[src/rtl/wdog_pkg.sv]
// Package wdog_pkg
// Purpose : shared register offsets and bit positions for the watchdog.
// Assumes : byte-addressed 32-bit registers; decoders compare full offsets.
package wdog_pkg;
    localparam int ADDR_W   = 8;
    localparam int DATA_W   = 32;

    localparam logic [ADDR_W-1:0] OFS_STAT   = 8'h00;
    localparam logic [ADDR_W-1:0] OFS_CTRL   = 8'h20;
    localparam logic [ADDR_W-1:0] OFS_LOAD   = 8'h24;
    localparam logic [ADDR_W-1:0] OFS_RCAUSE = 8'h38;

    localparam int BIT_RESTART = 9;
    localparam int BIT_EN      = 7;
    localparam int BIT_CAUSE   = 1;
    localparam int DIV_LSB     = 16;
endpackage

[src/rtl/wdog_regs.sv]
// Module wdog_regs
// Purpose : register file of the watchdog (control, load, restart command,
//           reset-cause flag) plus the combinational read mux.
// Assumes : single-cycle writes; PRE_W <= 16 and CNT_W <= 16 so that each
//           field fits its half of the word.
module wdog_regs
    import wdog_pkg::*;
#(
    parameter int CNT_W = 16,
    parameter int PRE_W = 16
) (
    input  logic              clk,
    input  logic              por_n,
    input  logic              rst_n,
    input  logic              bus_wr,
    input  logic [ADDR_W-1:0] bus_addr,
    input  logic [DATA_W-1:0] bus_wdata,
    input  logic              fire,
    output logic [DATA_W-1:0] bus_rdata,
    output logic              en,
    output logic [PRE_W-1:0]  div,
    output logic [CNT_W-1:0]  load,
    output logic              restart,
    output logic              en_rise,
    output logic              cause
);
    localparam logic [CNT_W-1:0] LOAD_RST = '1;

    logic wr_stat, wr_ctrl, wr_load, wr_rc;
    logic sys_rst;

    assign sys_rst = !rst_n || !por_n;

    // Decode which register a write targets.
    always_comb begin
        wr_stat = bus_wr && (bus_addr == OFS_STAT);
        wr_ctrl = bus_wr && (bus_addr == OFS_CTRL);
        wr_load = bus_wr && (bus_addr == OFS_LOAD);
        wr_rc   = bus_wr && (bus_addr == OFS_RCAUSE);
    end

    assign restart = wr_stat && bus_wdata[BIT_RESTART];
    assign en_rise = wr_ctrl && bus_wdata[BIT_EN] && !en;

    // Control register: enable bit and divisor field.
    always_ff @(posedge clk) begin
        if (sys_rst) begin
            en  <= 1'b0;
            div <= '0;
        end else if (wr_ctrl) begin
            en  <= bus_wdata[BIT_EN];
            div <= bus_wdata[DIV_LSB +: PRE_W];
        end
    end

    // Load register: timeout in prescaled ticks.
    always_ff @(posedge clk) begin
        if (sys_rst)      load <= LOAD_RST;
        else if (wr_load) load <= bus_wdata[CNT_W-1:0];
    end

    // Reset-cause flag: only power-on clears it, set wins over write-1-clear.
    always_ff @(posedge clk) begin
        if (!por_n)                             cause <= 1'b0;
        else if (fire)                          cause <= 1'b1;
        else if (wr_rc && bus_wdata[BIT_CAUSE]) cause <= 1'b0;
    end

    // Read mux: unmapped bits and offsets read zero.
    always_comb begin
        bus_rdata = '0;
        case (bus_addr)
            OFS_CTRL: begin
                bus_rdata[DIV_LSB +: PRE_W] = div;
                bus_rdata[BIT_EN]           = en;
            end
            OFS_LOAD:   bus_rdata[CNT_W-1:0] = load;
            OFS_RCAUSE: bus_rdata[BIT_CAUSE] = cause;
            default:    bus_rdata = '0;
        endcase
    end

    // the flag is not lost without power-on reset or a write of 1.
    a_r8_cause_sticky: assert property (@(posedge clk) disable iff (!por_n)
        (cause && !(wr_rc && bus_wdata[BIT_CAUSE])) |=> cause);

    // a control write is visible on the following cycle.
    a_r2_ctrl_write: assert property (@(posedge clk) disable iff (sys_rst)
        wr_ctrl |=> (en == $past(bus_wdata[BIT_EN])));
endmodule

[src/rtl/wdog_presc.sv]
// Module wdog_presc
// Purpose : divides the base tick strobe by the programmed divisor and
//           emits one prescaled tick event per wrap.
// Assumes : divisor changes only while disabled; divisor 0 means divide by 1.
module wdog_presc #(
    parameter int PRE_W = 16
) (
    input  logic             clk,
    input  logic             srst_n,
    input  logic             en,
    input  logic             tick_in,
    input  logic [PRE_W-1:0] div,
    input  logic             clr,
    output logic             tick_ev
);
    logic [PRE_W-1:0] pcnt;
    logic [PRE_W-1:0] lim;

    // Last phase value before the wrap.
    assign lim = (div == '0) ? '0 : div - 1'b1;

    assign tick_ev = en && tick_in && !clr && (pcnt >= lim);

    // Phase counter: cleared by restart or enable edge, advanced by base ticks.
    always_ff @(posedge clk) begin
        if (!srst_n)              pcnt <= '0;
        else if (clr)             pcnt <= '0;
        else if (en && tick_in)   pcnt <= (pcnt >= lim) ? '0 : pcnt + 1'b1;
    end

    // the phase stays within the divisor while the divisor is stable.
    a_r5_phase_bound: assert property (@(posedge clk) disable iff (!srst_n)
        ($stable(div) && $past(pcnt) <= $past(lim)) |-> (pcnt <= lim));

    // a clear request leaves the phase at zero.
    a_r9_phase_clear: assert property (@(posedge clk) disable iff (!srst_n)
        clr |=> (pcnt == '0));
endmodule

[src/rtl/wdog_count.sv]
// Module wdog_count
// Purpose : timeout down-counter with expiry detection and hold-at-zero.
// Assumes : tick_ev arrives only while counting is enabled.
module wdog_count #(
    parameter int CNT_W = 16
) (
    input  logic             clk,
    input  logic             srst_n,
    input  logic             restart,
    input  logic [CNT_W-1:0] load,
    input  logic             tick_ev,
    output logic             fire,
    output logic [CNT_W-1:0] count
);
    localparam logic [CNT_W-1:0] ONE = CNT_W'(1);

    logic expd;

    // Expire on the tick that takes the count to zero (or finds it there).
    assign fire = tick_ev && !expd && !restart && (count <= ONE);

    // Counter and expired marker.
    always_ff @(posedge clk) begin
        if (!srst_n) begin
            count <= '1;
            expd  <= 1'b0;
        end else if (restart) begin
            count <= load;
            expd  <= 1'b0;
        end else if (fire) begin
            count <= '0;
            expd  <= 1'b1;
        end else if (tick_ev && !expd) begin
            count <= count - 1'b1;
        end
    end

    // once expired the counter sits at zero.
    a_r7_hold_zero: assert property (@(posedge clk) disable iff (!srst_n)
        expd |-> (count == '0));

    // a restart loads the programmed timeout.
    a_r4_reload: assert property (@(posedge clk) disable iff (!srst_n)
        restart |=> (count == $past(load)));

    // without restart the count never rises.
    a_r5_monotonic: assert property (@(posedge clk) disable iff (!srst_n)
        !restart |=> (count <= $past(count)));
endmodule

[src/rtl/wdog_timer.sv]
// Module wdog_timer
// Purpose : top of the watchdog; joins register file, prescaler and counter
//           and registers the one-cycle reset request.
// Assumes : tick_in is a one-cycle strobe; the system reset controller turns
//           rst_req into rst_n, and power-on drives por_n.
module wdog_timer
    import wdog_pkg::*;
#(
    parameter int CNT_W = 16,
    parameter int PRE_W = 16
) (
    input  logic              clk,
    input  logic              por_n,
    input  logic              rst_n,
    input  logic              tick_in,
    input  logic              bus_wr,
    input  logic [ADDR_W-1:0] bus_addr,
    input  logic [DATA_W-1:0] bus_wdata,
    output logic [DATA_W-1:0] bus_rdata,
    output logic              rst_req
);
    logic             srst_n;
    logic             en, restart, en_rise, cause, fire, tick_ev;
    logic [PRE_W-1:0] div;
    logic [CNT_W-1:0] load, count;

    assign srst_n = rst_n && por_n;

    wdog_regs #(.CNT_W(CNT_W), .PRE_W(PRE_W)) u_regs (
        .clk       (clk),
        .por_n     (por_n),
        .rst_n     (rst_n),
        .bus_wr    (bus_wr),
        .bus_addr  (bus_addr),
        .bus_wdata (bus_wdata),
        .fire      (fire),
        .bus_rdata (bus_rdata),
        .en        (en),
        .div       (div),
        .load      (load),
        .restart   (restart),
        .en_rise   (en_rise),
        .cause     (cause)
    );

    wdog_presc #(.PRE_W(PRE_W)) u_presc (
        .clk     (clk),
        .srst_n  (srst_n),
        .en      (en),
        .tick_in (tick_in),
        .div     (div),
        .clr     (restart || en_rise),
        .tick_ev (tick_ev)
    );

    wdog_count #(.CNT_W(CNT_W)) u_cnt (
        .clk     (clk),
        .srst_n  (srst_n),
        .restart (restart),
        .load    (load),
        .tick_ev (tick_ev),
        .fire    (fire),
        .count   (count)
    );

    // Reset request: one registered cycle per expiry.
    always_ff @(posedge clk) begin
        if (!srst_n) rst_req <= 1'b0;
        else         rst_req <= fire;
    end

    // the request lasts a single cycle.
    a_r7_one_cycle: assert property (@(posedge clk) disable iff (!srst_n)
        rst_req |=> !rst_req);

    // every request is accompanied by the cause flag.
    a_r8_cause_on_req: assert property (@(posedge clk) disable iff (!srst_n)
        rst_req |-> cause);

    // with counting off and no restart the count is frozen.
    a_r6_frozen: assert property (@(posedge clk) disable iff (!srst_n)
        (!en && !restart) |=> $stable(count));
endmodule

[config.mk]
export PLATFORM = sky130hd
export DESIGN_NAME = wdog_timer
export DESIGN_NICKNAME = d
export VERILOG_FILES = /design/src/rtl/wdog_pkg.sv /design/src/rtl/wdog_regs.sv /design/src/rtl/wdog_presc.sv /design/src/rtl/wdog_count.sv /design/src/rtl/wdog_timer.sv
export SDC_FILE = /design/constraint.sdc
export NUM_CORES = 1
export LEC_CHECK = 0
export BUFFER_PORTS_ARGS = -buffer_cell sky130_fd_sc_hd__buf_2
export CORE_MARGIN = 4
export CORE_UTILIZATION = 55
export CTS_BUF_LIST = sky130_fd_sc_hd__clkbuf_8
export CTS_CLUSTER_SIZE = 12
export DETAILED_ROUTE_END_ITERATION = 10
export PLACE_DENSITY = 0.84
export SLEW_MARGIN = 25
export SYNTH_ARGS = -nofsm -noshare
export SYNTH_HDL_FRONTEND = slang
export SYNTH_SLANG_ARGS = --single-unit
[constraint.sdc]
create_clock -name clk -period 11.45 [get_ports clk]
set_input_delay 1.7175 -clock clk [delete_from_list [all_inputs] [get_ports clk]]
set_output_delay 1.7175 -clock clk [all_outputs]
set_load 0.01 [all_outputs]
### After elaboration in Yosys (flattened, before gate mapping)

Cells that the tools add are included.
Widths: inputs -> output; s select.

| word-level totals | value |
|---|---|
| register bits after elaboration | 68 |
| bits in latches | 0 |
| memory bits (writable) | 0 |
| bits in read-only memories | 0 |
| input port bits | 45 |
| output and inout bits | 33 |
| word-level logic and storage cells | 59 |
| memories kept | 0 |

| cells by class | value |
|---|---|
| add/subtract/negate cells | 3 |
| multipliers | 0 |
| div/mod/pow operators | 0 |
| magnitude comparators | 2 |
| equality and inequality tests | 3 |
| shift operators | 0 |
| multiplexer cells | 13 |
| bitwise gates (word level) | 1 |
| reduce and logical (&&, ||, !) cells | 29 |

Operator list:

| cell | number |
|---|---|
| $mux 16 | 6 |
| $sub 16x1->16 const B | 2 |
| $eq 8x6->1 const B | 3 |
| $add 16x1->16 const B | 1 |
| $ge 16x16->1 | 1 |
| $le 16x1->1 const B | 1 |
| $logic_not 16->1 | 1 |
| $logic_and 1x1->1 | 15 |
| $logic_not 8->1 | 1 |
| $mux 8 | 1 |
| $logic_not 1->1 | 6 |
| $mux 5 | 1 |
| $pmux 1 s2 | 2 |
| $reduce_or 2->1 | 2 |
| $mux 1 | 3 |
| $reduce_bool 3->1 | 1 |
| $logic_or 1x1->1 | 2 |
| $reduce_bool 2->1 | 1 |
| $not 1->1 | 1 |

### Depth between registers and ports, before layout

| logic depth | value |
|---|---|
| depth in word-level cells | 13 |
| gate-level depth with buffers | 15 |
| depth with buffers taken out | 14 |

### Modules after synthesis

From an unflattened synthesis, not the netlist that was laid out.

| unflattened totals | value |
|---|---|
| cells, all modules | 529 |
| area, all modules | 4,593.2 um^2 |

Modules (own cells, without submodules):

| module | instances | cells each | area each (um^2) | sequential area each (um^2) |
|---|---|---|---|---|
| wdog_regs | 1 | 215 | 1,978.1 | 680.7 |
| wdog_presc | 1 | 176 | 1,440.1 | 320.3 |
| wdog_count | 1 | 134 | 1,136.1 | 340.3 |
| wdog_timer | 1 | 4 | 38.8 | 20.0 |

### Least setup slack after synthesis

Ideal clock, no wire load.

| path | value |
|---|---|
| kind | input -> output |
| start point | input bus_addr[1] |
| end point | output bus_rdata[10] |
| data arrival time | 3,055 ps |
| data required time | 9,733 ps |
| slack | 6,678 ps |
| stages on the path | 5 |
| buffers on the path | 1 |
| cell sequence | nor4_1 -> nand2_1 -> nor2_1 -> clkbuf_1 -> and2_1 |

| between the ends | value |
|---|---|
| longest elaborated chain between the ends | 2 |

Ends and longest elaborated chain:

| what | RTL line | source |
|---|---|---|
| start: declaration | wdog_timer.sv:17 | `input logic [ADDR_W-1:0] bus_addr,` |
| $eq 8x6->1 | wdog_regs.sv:72 | `case (bus_addr)` |
| $mux 8 | wdog_regs.sv:72 |  |
| end: declaration | wdog_timer.sv:19 | `output logic [DATA_W-1:0] bus_rdata,` |

No other way between the ends.

### Worst setup path in the final report

| path | value |
|---|---|
| start point | input bus_addr[1] |
| end point | output bus_rdata[7] |

| between the ends | value |
|---|---|
| longest elaborated chain between the ends | 2 |
| elaborated cells on any way between the ends | 3 |
| classes of those cells | eq/ne: 2; mux: 1 |

Ends and longest elaborated chain:

| what | RTL line |
|---|---|
| $eq 8x6->1 | wdog_regs.sv:72 |
| $pmux 1 s2 * | wdog_regs.sv:72 |

Every way passes the cells marked *; elsewhere a longest branch is shown, timed or not.

==> reports/qor.yml <==
fin_worst_skew_ns: 0.00530
synth_nets: 593
port_buffers: 77
reg2reg_to: "u_cnt.count[11]"
drv_cap: 0
yosys_warnings: 0
drive_gt1_share_pct: 18.8
insertion_delay_ns: 0.34
area_growth_pct: 16.1
crit_slowest_cell: "nor2_1"
max_stage_delay_ns: 0.71
cts_tree: "yes"
fmax_mhz: 185
rows: 30
synth-edff-count: 0
arrival_ns: 3.69
synth_area_sq_mm: 0.00398
dieHeight_um: 93.0
netlist.top_cell.by_area: "dfxtp_1"
async_reset_ff_share_pct: 0
synthCells: 527
cts_setup_buffers: 0
setup_violations: 0
synth_cell_types: 56
wl_um: 10500
hp-class: "reg2reg"
cp.required_ns: 9.73
numCtsBuffers: 9
cp-start-kind: "input port"
dp.cells: 677
leakage_nw: 1.99
status: "finished clean"
finalNetCount: 658
grt_max_degree: 29
grt_overflow: 0
path_clk_slew_ns: 0.07
maxSlewViolCount: 0
drt-pass1-iter-count: 5
relSlewSlack_pct: 40.2
rsz0062_at_grt: "false"
yosys.area.top_type_share_pct: 34.2
fill_cells: 608
hold_path_end: "u_cnt.expd"
drtAntennaViolNets: 0
finalHoldViolCount: 0
vias_per_cell: 5.62
yosysSeqAreaShare_pct: 34.2
ys.flop_type: "dfxtp_1"
ctsHtreeMaxLevel: 3
fp.dieW_um: 93.0
irDropWorstVdd_v: 0.0000739
synth_seq_cells: 68
r2r_slack_ns: 6.64
worstMarginPinSlew_ns: 0.895
min_delay_path_depth: 2
grt_pass1_vias: 3591
hold_buffers: 0
crit_fanout: 17
setup_tns_ns: 0
cts.path.max_buffers: 2
dieArea_sq_mm: 0.00865
wl_per_cell_um: 15.2
finalNonFillerCells: 693
ctsResizeCount: 0
critPathKind: "in2out"
start_util_pct: 57.6
hp-start: "u_cnt.expd"
endpoint_kind: "output pin"
post-dp-hpwl_um: 7620
vias: 3894
ioPinCount: 78
grt_usage_pct: 24.4
period_minus_slack_ns: 5.41
critPathMostFrequentCell: "buf_2"
finalCritPeriodShare_pct: 47.2
cts_root_buf: "clkbuf_8"
cp_cell_sequence: "buf_2 -> nor4_1 -> nand2_1 -> nor2_1 -> a22o_1 -> buf_2"
drc: 0
synth.avg_cell_area_sq_um: 7.54
grt_first_pass_wirelength_um: 17000
timing.rr.start: "u_regs.div[5]"
core-area_sq_mm: 0.00691
cts.sinks: 68
r2r_cells: 12
netlist_top_cells_area: "dfxtp_1 (34%), nand2_1 (13%), ha_1 (6.6%), a21oi_1 (5.0%), and2_1 (5.0%)"
gp_congestion: 0.913
antenna_found_initial: 1
p_per_area_mw_per_mm2: 105
num_antenna_cells: 0
dr.first_iter.drc_count: 206
critical path: cells and delay by family:
family / cells / cell delay [ns]
and+or+nand+nor: 3 / 1.50
buffers and inverters: 2 / 0.23
AOI/OAI and AO/OA: 1 / 0.25
cell usage after synthesis (2+ instances only):
cell type  number
nand2_1       135
dfxtp_1        68
a21oi_1        40
nor2_1         40
and2_1         32
nand3_1        28
ha_1           21
clkbuf_1       19
xor2_1         15
nor3_1         14
xnor2_1        11
a211o_1         9
inv_1           7
nand2b_1        7
o21ai_0         7
and3_1          6
nand4_1         5
or2_2           5
a21o_1          4
nor4_1          3
o211ai_1        3
o31ai_1         3
or3_2           3
or4_1           3
a21boi_0        2
a221o_1         2
buf_2           2
buf_6           2
nand3b_1        2
o21a_1          2
or3_4           2
cell usage in the layout (no fill, tap or decap), types with 4 or more instances in the layout:
cell type	instances
nor3_1	14
a21o_1	4
nand4_1	5
xor2_1	15
nand2_1	135
inv_1	7
dfxtp_1	68
buf_2	77
ha_1	21
a211o_1	9
nor2_1	40
nand2b_1	7
a21oi_1	40
xnor2_1	11
clkbuf_8	11
and2_1	31
nand3_1	28
o21ai_0	7
or2_2	5
and3_1	6
cell type report:
cell class | instances | area, sq um | share of cell area [%]
clock inverter | 5 | 83.8 | 1.82
tap | 96 | 120 | 2.60
sequential | 68 | 1360 | 29.5
multi-input combinational | 429 | 2480 | 53.9
clock buffer | 11 | 151 | 3.28
timing repair buffer | 77 | 385 | 8.35
inverter | 7 | 26.3 | 0.570
worst max path at each step:
stage,slack [ns],depth (start not counted),startpoint,endpoint
after floorplan,6.68,5,bus_addr[1],bus_rdata[10]
after global placement,6.20,6,bus_addr[1],bus_rdata[7]
after detailed placement,6.04,6,bus_addr[1],bus_rdata[7]
after CTS,6.05,6,bus_addr[1],bus_rdata[7]
after global routing,5.74,6,bus_addr[1],bus_rdata[7]
final,6.04,6,bus_addr[1],bus_rdata[7]
metal layers:
layer	global-route usage (%)	share of wire (%)
met1	27.4	42
met2	43.8	49
met3	5.87	6.6
met4	10.3	2.8
met5	0	0.12
where the power goes:
group	switching (W)	internal [W]	leakage, nW
Sequential	0.000000124	0.000236	0.549
Clock	0.0000950	0.000135	0.112
Combinational	0.0000114	0.00000829	1.33
Total	0.000107	0.000380	1.99
flip-flops by register name (all words and copies together) (netlist names):
name and cells:
rst_req 1, u_cnt.count 16, u_cnt.expd 1, u_presc.pcnt 16, u_regs.cause 1, u_regs.div 16
u_regs.en 1, u_regs.load 16
per-stage QoR:
step                hold slack (ns)  setup slack, ns  total power, W  utilization [%]  cell area [sq um]
floorplan                     0.432             6.68        0.000251                -               3980
global placement              0.442             6.20        0.000261             63.4               4380
detailed placement            0.448             6.04        0.000261             63.4               4380
CTS                           0.462             6.05        0.000487             66.8               4610
global route                  0.485             5.74        0.000500             66.8               4610
finish                        0.460             6.04        0.000486             66.8               4610
kinds of logic after synthesis:
| logic type | synth area share [%] |
|---|---|
| flops | 34.2 |
| compound gates | 14.2 |
| simple gates | 35.7 |
| fa+ha+maj | 6.61 |
| mux | 0.252 |
| xor+xnor | 5.73 |
| buf+inv | 3.27 |
(Power assumes the default switching activity.)
